## src/rtl/rtc_shift_pkg.sv

```systemverilog
package rtc_shift_pkg;
  localparam int REG_W   = 32;
  localparam int FRAC_W  = 15;
  localparam int ADD_BIT = 31;

  typedef struct packed {
    logic              add1;
    logic [FRAC_W-1:0] frac;
  } shift_req_t;
endpackage

```

## src/rtl/rtc_shift_req.sv

```systemverilog
module rtc_shift_req
  import rtc_shift_pkg::*;
(
  input  logic             clk,
  input  logic             rst_n,
  input  logic             wr_en,
  input  logic [REG_W-1:0] wr_data,
  input  logic             tick,
  output logic             pend,
  output logic             accept,
  output logic             apply,
  output shift_req_t       req
);
  logic       pend_q, pend_n;
  shift_req_t req_q, req_n;
  logic       unused_bits;

  assign unused_bits = ^wr_data[ADD_BIT-1:FRAC_W];
  assign accept = wr_en & ~pend_q;
  assign apply  = pend_q & tick;

  always_comb begin
    pend_n = pend_q;
    req_n  = req_q;
    if (accept) begin
      pend_n     = 1'b1;
      req_n.add1 = wr_data[ADD_BIT];
      req_n.frac = wr_data[FRAC_W-1:0];
    end else if (tick) begin
      pend_n = 1'b0;
    end
  end

  always_ff @(posedge clk or negedge rst_n) begin
    if (!rst_n) begin
      pend_q <= 1'b0;
      req_q  <= '0;
    end else begin
      pend_q <= pend_n;
      if (accept) req_q <= req_n;
    end
  end

  assign pend = pend_q;
  assign req  = req_q;
endmodule

```

## src/rtl/rtc_presc.sv

```systemverilog
module rtc_presc
  import rtc_shift_pkg::*;
#(
  parameter int CNT_W = 16,
  parameter int SEC_W = 32
) (
  input  logic              clk,
  input  logic              rst_n,
  input  logic              tick,
  input  logic [FRAC_W-1:0] reload_val,
  input  logic              apply,
  input  shift_req_t        req,
  output logic [CNT_W-1:0]  cnt,
  output logic [SEC_W-1:0]  sec
);
  localparam int PAD_W = CNT_W - FRAC_W;

  logic [CNT_W-1:0] cnt_q, cnt_n, reload_ext, frac_ext;
  logic [SEC_W-1:0] sec_q, sec_n;

  assign reload_ext = {{PAD_W{1'b0}}, reload_val};
  assign frac_ext   = {{PAD_W{1'b0}}, req.frac};

  always_comb begin
    cnt_n = cnt_q;
    sec_n = sec_q;
    if (cnt_q == '0) begin
      cnt_n = reload_ext;
      sec_n = sec_q + SEC_W'(1);
    end else begin
      cnt_n = cnt_q - CNT_W'(1);
    end
    if (apply) begin
      cnt_n = cnt_n + frac_ext;
      sec_n = sec_n + SEC_W'(req.add1);
    end
  end

  always_ff @(posedge clk or negedge rst_n) begin
    if (!rst_n) begin
      cnt_q <= '0;
      sec_q <= '0;
    end else if (tick) begin
      cnt_q <= cnt_n;
      sec_q <= sec_n;
    end
  end

  assign cnt = cnt_q;
  assign sec = sec_q;
endmodule

```

## src/rtl/rtc_shadow.sv

```systemverilog
module rtc_shadow #(
  parameter int CNT_W = 16,
  parameter int SEC_W = 32
) (
  input  logic             clk,
  input  logic             rst_n,
  input  logic             tick,
  input  logic             pend,
  input  logic             accept,
  input  logic [CNT_W-1:0] cnt,
  input  logic [SEC_W-1:0] sec,
  output logic [CNT_W-1:0] cnt_sh,
  output logic [SEC_W-1:0] sec_sh,
  output logic             sync
);
  logic             tick_d_q;
  logic             sync_q, sync_n;
  logic [CNT_W-1:0] cnt_sh_q;
  logic [SEC_W-1:0] sec_sh_q;

  always_comb begin
    sync_n = sync_q;
    if (accept)        sync_n = 1'b0;
    else if (tick_d_q) sync_n = ~pend;
  end

  always_ff @(posedge clk or negedge rst_n) begin
    if (!rst_n) begin
      tick_d_q <= 1'b0;
      sync_q   <= 1'b0;
      cnt_sh_q <= '0;
      sec_sh_q <= '0;
    end else begin
      tick_d_q <= tick;
      sync_q   <= sync_n;
      if (tick_d_q) begin
        cnt_sh_q <= cnt;
        sec_sh_q <= sec;
      end
    end
  end

  assign cnt_sh = cnt_sh_q;
  assign sec_sh = sec_sh_q;
  assign sync   = sync_q;
endmodule

```

## src/rtl/rtc_shift_ctl.sv

```systemverilog
module rtc_shift_ctl
  import rtc_shift_pkg::*;
#(
  parameter int CNT_W = 16,
  parameter int SEC_W = 32
) (
  input  logic              clk,
  input  logic              rst_n,
  input  logic              wr_en,
  input  logic [REG_W-1:0]  wr_data,
  input  logic              tick,
  input  logic [FRAC_W-1:0] reload_val,
  output logic [CNT_W-1:0]  ss_live,
  output logic [SEC_W-1:0]  sec_live,
  output logic              shift_busy,
  output logic              sync_ok,
  output logic [CNT_W-1:0]  ss_shadow,
  output logic [SEC_W-1:0]  sec_shadow
);
  logic [1:0] rst_sync_q;
  logic       rst_n_int;
  logic       pend, accept, apply;
  shift_req_t held_req;

  always_ff @(posedge clk or negedge rst_n) begin
    if (!rst_n) rst_sync_q <= 2'b00;
    else        rst_sync_q <= {rst_sync_q[0], 1'b1};
  end
  assign rst_n_int = rst_sync_q[1];

  rtc_shift_req u_req (
    .clk(clk), .rst_n(rst_n_int), .wr_en(wr_en), .wr_data(wr_data),
    .tick(tick), .pend(pend), .accept(accept), .apply(apply), .req(held_req)
  );

  rtc_presc #(.CNT_W(CNT_W), .SEC_W(SEC_W)) u_presc (
    .clk(clk), .rst_n(rst_n_int), .tick(tick), .reload_val(reload_val),
    .apply(apply), .req(held_req), .cnt(ss_live), .sec(sec_live)
  );

  rtc_shadow #(.CNT_W(CNT_W), .SEC_W(SEC_W)) u_shadow (
    .clk(clk), .rst_n(rst_n_int), .tick(tick), .pend(pend), .accept(accept),
    .cnt(ss_live), .sec(sec_live), .cnt_sh(ss_shadow), .sec_sh(sec_shadow),
    .sync(sync_ok)
  );

  assign shift_busy = pend;
endmodule

```

## config.mk

```make
export PLATFORM = sky130hd
export DESIGN_NAME = rtc_shift_ctl
export DESIGN_NICKNAME = d
export VERILOG_FILES = /design/src/rtl/rtc_shift_pkg.sv /design/src/rtl/rtc_shift_req.sv /design/src/rtl/rtc_presc.sv /design/src/rtl/rtc_shadow.sv /design/src/rtl/rtc_shift_ctl.sv
export SDC_FILE = /design/constraint.sdc
export NUM_CORES = 1
export LEC_CHECK = 0
export CAP_MARGIN = 25
export CORE_AREA = 2 2 129 131
export CTS_BUF_LIST = sky130_fd_sc_hd__clkbuf_8
export CTS_CLUSTER_DIAMETER = 100
export CTS_CLUSTER_SIZE = 8
export DETAILED_ROUTE_END_ITERATION = 16
export DIE_AREA = 0 0 131 133
export MAX_ROUTING_LAYER = met4
export PLACE_DENSITY = 0.84
export SLEW_MARGIN = 20
export SYNTH_ARGS = -nofsm -noshare
export SYNTH_HDL_FRONTEND = slang
export SYNTH_HIERARCHICAL = 1
export SYNTH_SLANG_ARGS = --single-unit
```

## constraint.sdc

```tcl
create_clock -name clk -period 3.7 [get_ports clk]
set_input_delay 0.74 -clock clk [delete_from_list [all_inputs] [get_ports clk]]
set_output_delay 0.74 -clock clk [all_outputs]
set_load 0.02 [all_outputs]
```

==> results.md <==
* Die X-Extent at 131 um
* Setup crit start kind: flop
* Post-route ant nets at 0
* Via/cell ratio at 5.85
* CTS tree: done
* CP endpoint kind: flop
* DR vias at 7487
* Reg2reg end: u_presc/cnt[14]
* Vias in the first global route at 7496
* Avg Cell Area, Syn at 9.87 um2
* Crit path arrival time at 4.36 ns
* Post-route clock period utilization at 108%
* Synthesized net count at 853
* HP Start: rst_sync_q[0]
* Yosys top cell area share at 38.1%
* Origin of the critical flop-to-flop path: u_presc/cnt[7]
* Yosys warnings at 6
* Pins over their slew limit at 0
* Port-buffer cells at 132
* Layout cell share with drive strength beyond 1 at 33.2%
* Register area at 2940 um2
* Sequential-to-total area share from yosys stat at 38.1%
* Critical path destination: u_presc/cnt[14]
* Post-Route Utilization at 68.1%
* Cell Rows at 47
* Async SR Flop Fraction at 100%
* CP Data Required Time at 4.07 ns
* Finished Cell Area at 11000 um2
* Drt total wl at 24200 um
* Worst slew pin tran at 0.991 ns
* Die H at 133 um
* Total CTS buffers at 17
* Core Region at 16200 um2
* Most used cell, CP: a21oi_2
* Critical Path Fanout Max at 6
* Clock skew at 0.0129 ns
* Fin cells at 1280
* Inserted Diodes at 0
* Worst-path cell chain: or4_4 > nor4_4 > nand2_4 > nor2_4 > a21oi_2 > ha_2 > buf_6 > fa_2 > a21oi_2 > o21ai_2 > o31ai_4 > a211oi_2 > o21a_1 > o21ai_4 > nor3b_4 > o31ai_2 > a21oi_1
* Fillers at 1210
* Slowest-stage cell, CP: or4_4
* Clock Latency Late Sink at 0.45 ns
* Initial core utilization at 47.5%
* CTS max path bufs at 2
* GR Overflow Total at 0
* Critical Path Source: u_presc/cnt[7]
* Synth cell types at 80
* Upper clock frequency limit at 251 MHz
* Reg clk slew, reported paths at 0.07 ns
* Largest stage delay, worst path at 0.59 ns
* Setup-failing EPs final at 11
* Max rail drop VDD at 0.469 mV
* Initial DRC count at 674
* Setup TNS at -1.85 ns
* Synth top area cells: dfrtp_1, mux2_4, xnor2_1, ha_1, nor2_1
* Num Clock Sinks at 117
* Post-synth EDFFs at 0
* Multi-input logic area at 4770 um2
* Largest net degree at the start of global routing at 65
* Synthesized flop and latch total at 117
* Leakage power at 4.60 nW
* Tmin final at 3.99 ns
* Layout area overhead at 43.3%
* Dpl cells at 1201
* RSZ-0062 raised after global routing: true
* All-layer global routing usage at 28.8%
* Cells after Synth at 779
* PnR worst setup slack at -0.286 ns
* WHS at 0.359 ns
* Root Buffer Master: clkbuf_8
* Failing checks: setup timing
* Global-route wire length before repair at 37900 um
* Drt pass-1 iters at 5
* Max_cap viols at 0
* Worst slew margin at 33.9%
* Worst Hold Class: flop to flop
* Placement Cell Area at 9960 um2
* RePlAce Congestion at 0.982
* Final #Nets at 1121
* Status: complete, but fails checks
* Htree depth at 4
* Worst reg2reg path depth at 17
* Residual DRC at 0
* Post-DP HPWL at 15800 um
* Power Dens Cells at 588 nW/um2
* Post-synth top area cell: dfrtp_1
* Post-Syn Area at 7680 um2
* Most used DFF post-synth: dfrtp_1
* Crit Path Class: flop to flop
* Routed wire per std cell at 18.9 um
* Final Hold Vio Count at 0
* Top Ports at 149
* Initial antenna violation count at 0
* Register-to-register setup slack at -0.29 ns
* Die Area at 17400 um2
==> registers in the layout, summed over array words and instances (netlist names) <==
signal             cells
u_shadow/sync          1
u_shadow/cnt_sh       16
u_req/req             16
u_presc/cnt           16
u_shadow/sec_sh       32
u_req/pend             1
rst_sync_q             2
u_presc/sec           32
u_shadow/tick_d_q      1
==> what timing repair did <==
item / CTS / global route
hold buffers: 0 / 0
setup buffers: 37 / 11
pin swaps: 45 / 24
gates resized for setup: 52 / 18
endpoints found under the setup margin: 16 / 15
==> synth_stat cells, drive strengths merged, types with 5 or more instances <==
cell,instances
a21o,5
a21oi,41
a31oi,10
and2,9
and3,13
buf,23
clkbuf,22
dfrtp,117
ha,22
inv,14
mux2,65
mux2i,8
nand2,61
nand2b,8
nand3,25
nand3b,6
nand4,25
nor2,65
nor2b,5
nor3,18
nor4,20
o211ai,6
o21a,7
o21ai,44
o31a,5
o31ai,9
or2,6
or3,11
or4,8
xnor2,42
xor2,9
==> kinds of logic after synthesis <==
family	count (synthesis)	synth area share, %
compound gates	161	13.3
xor+xnor	51	5.81
fa+ha+maj	23	3.84
buf+inv	60	5.16
flops	117	38.1
mux	73	13.3
other cells	1	0.0488
simple gates	293	20.4
==> stage by stage <==
stage,setup slack [ns],power (mW)
after floorplan,-0.308,3.49
after global placement,-0.281,4.62
after detailed placement,-0.394,4.70
after CTS,-0.0907,6.18
after global routing,-0.448,6.78
final,-0.286,6.47
==> how the worst min path moves through the flow <==
| stage | cells after the start | end | slack [ns] |
|---|---|---|---|
| finish | 0 | rst_sync_q[1] | 0.36 |
| global route | 0 | rst_sync_q[1] | 0.37 |
| CTS | 0 | rst_sync_q[1] | 0.36 |
| detailed placement | 0 | rst_sync_q[1] | 0.34 |
| global placement | 0 | rst_sync_q[1] | 0.34 |
| floorplan | 0 | rst_sync_q[1] | 0.33 |
==> worst max-delay path: cells and delay by family, from the launching register on <==
family / cells / cell delay, ns
AOI/OAI and AO/OA: 9 / 1.39
adders and majority gates: 2 / 0.56
buffers and inverters: 1 / 0.12
DFF: 1 / 0.40
and+or+nand+nor: 5 / 1.43
==> where the power goes <==
group | switching [mW] | total [mW] | internal (mW)
clock | 0.523 | 1.12 | 0.598
combinational | 1.75 | 3.61 | 1.86
sequential | 0.204 | 1.74 | 1.53
total | 2.48 | 6.47 | 4.00
==> area by class of cell <==
| cell class | instances | share of cell area, % |
|---|---|---|
| Clock inverter | 14 | 1.11 |
| Tap cell | 220 | 2.50 |
| Clock buffer | 18 | 2.25 |
| Timing Repair Buffer | 294 | 23.6 |
| Inverter | 15 | 0.511 |
| Sequential cell | 117 | 26.7 |
| Multi-Input combinational cell | 602 | 43.3 |
==> placed cells by master, fill, tap and decap left out, types with 6 or more instances in the layout <==
cell and instances:
buf_4 149, clkdlybuf4s50_1 131, dfrtp_1 110, nor2_1 59, nand2_1 56, mux2_4 56, xnor2_1 41, o21ai_0 37
a21oi_1 35, nand4_1 25, nand3_1 24, clkbuf_8 18, inv_1 16, ha_1 16, nor3_1 12, nor4_1 11
and3_1 11, buf_6 11, a31oi_1 10, xor2_1 9, mux2_2 9, nand2b_1 8, and2_1 8, or3_1 8
mux2i_1 8, o21a_1 7, o211ai_1 6, or2_2 6, or4_4 6, nor4_2 6, o31ai_1 6
==> layer usage <==
layer	vias to the layer above	track usage, %	part of all wire [%]
met5	-	-	0
met4	0	13.2	3.8
met3	79	5.78	5.7
met2	337	48.5	51
met1	3673	32.8	39
li1	3398	-	-
Note: power is estimated with default switching activity, not from simulation.
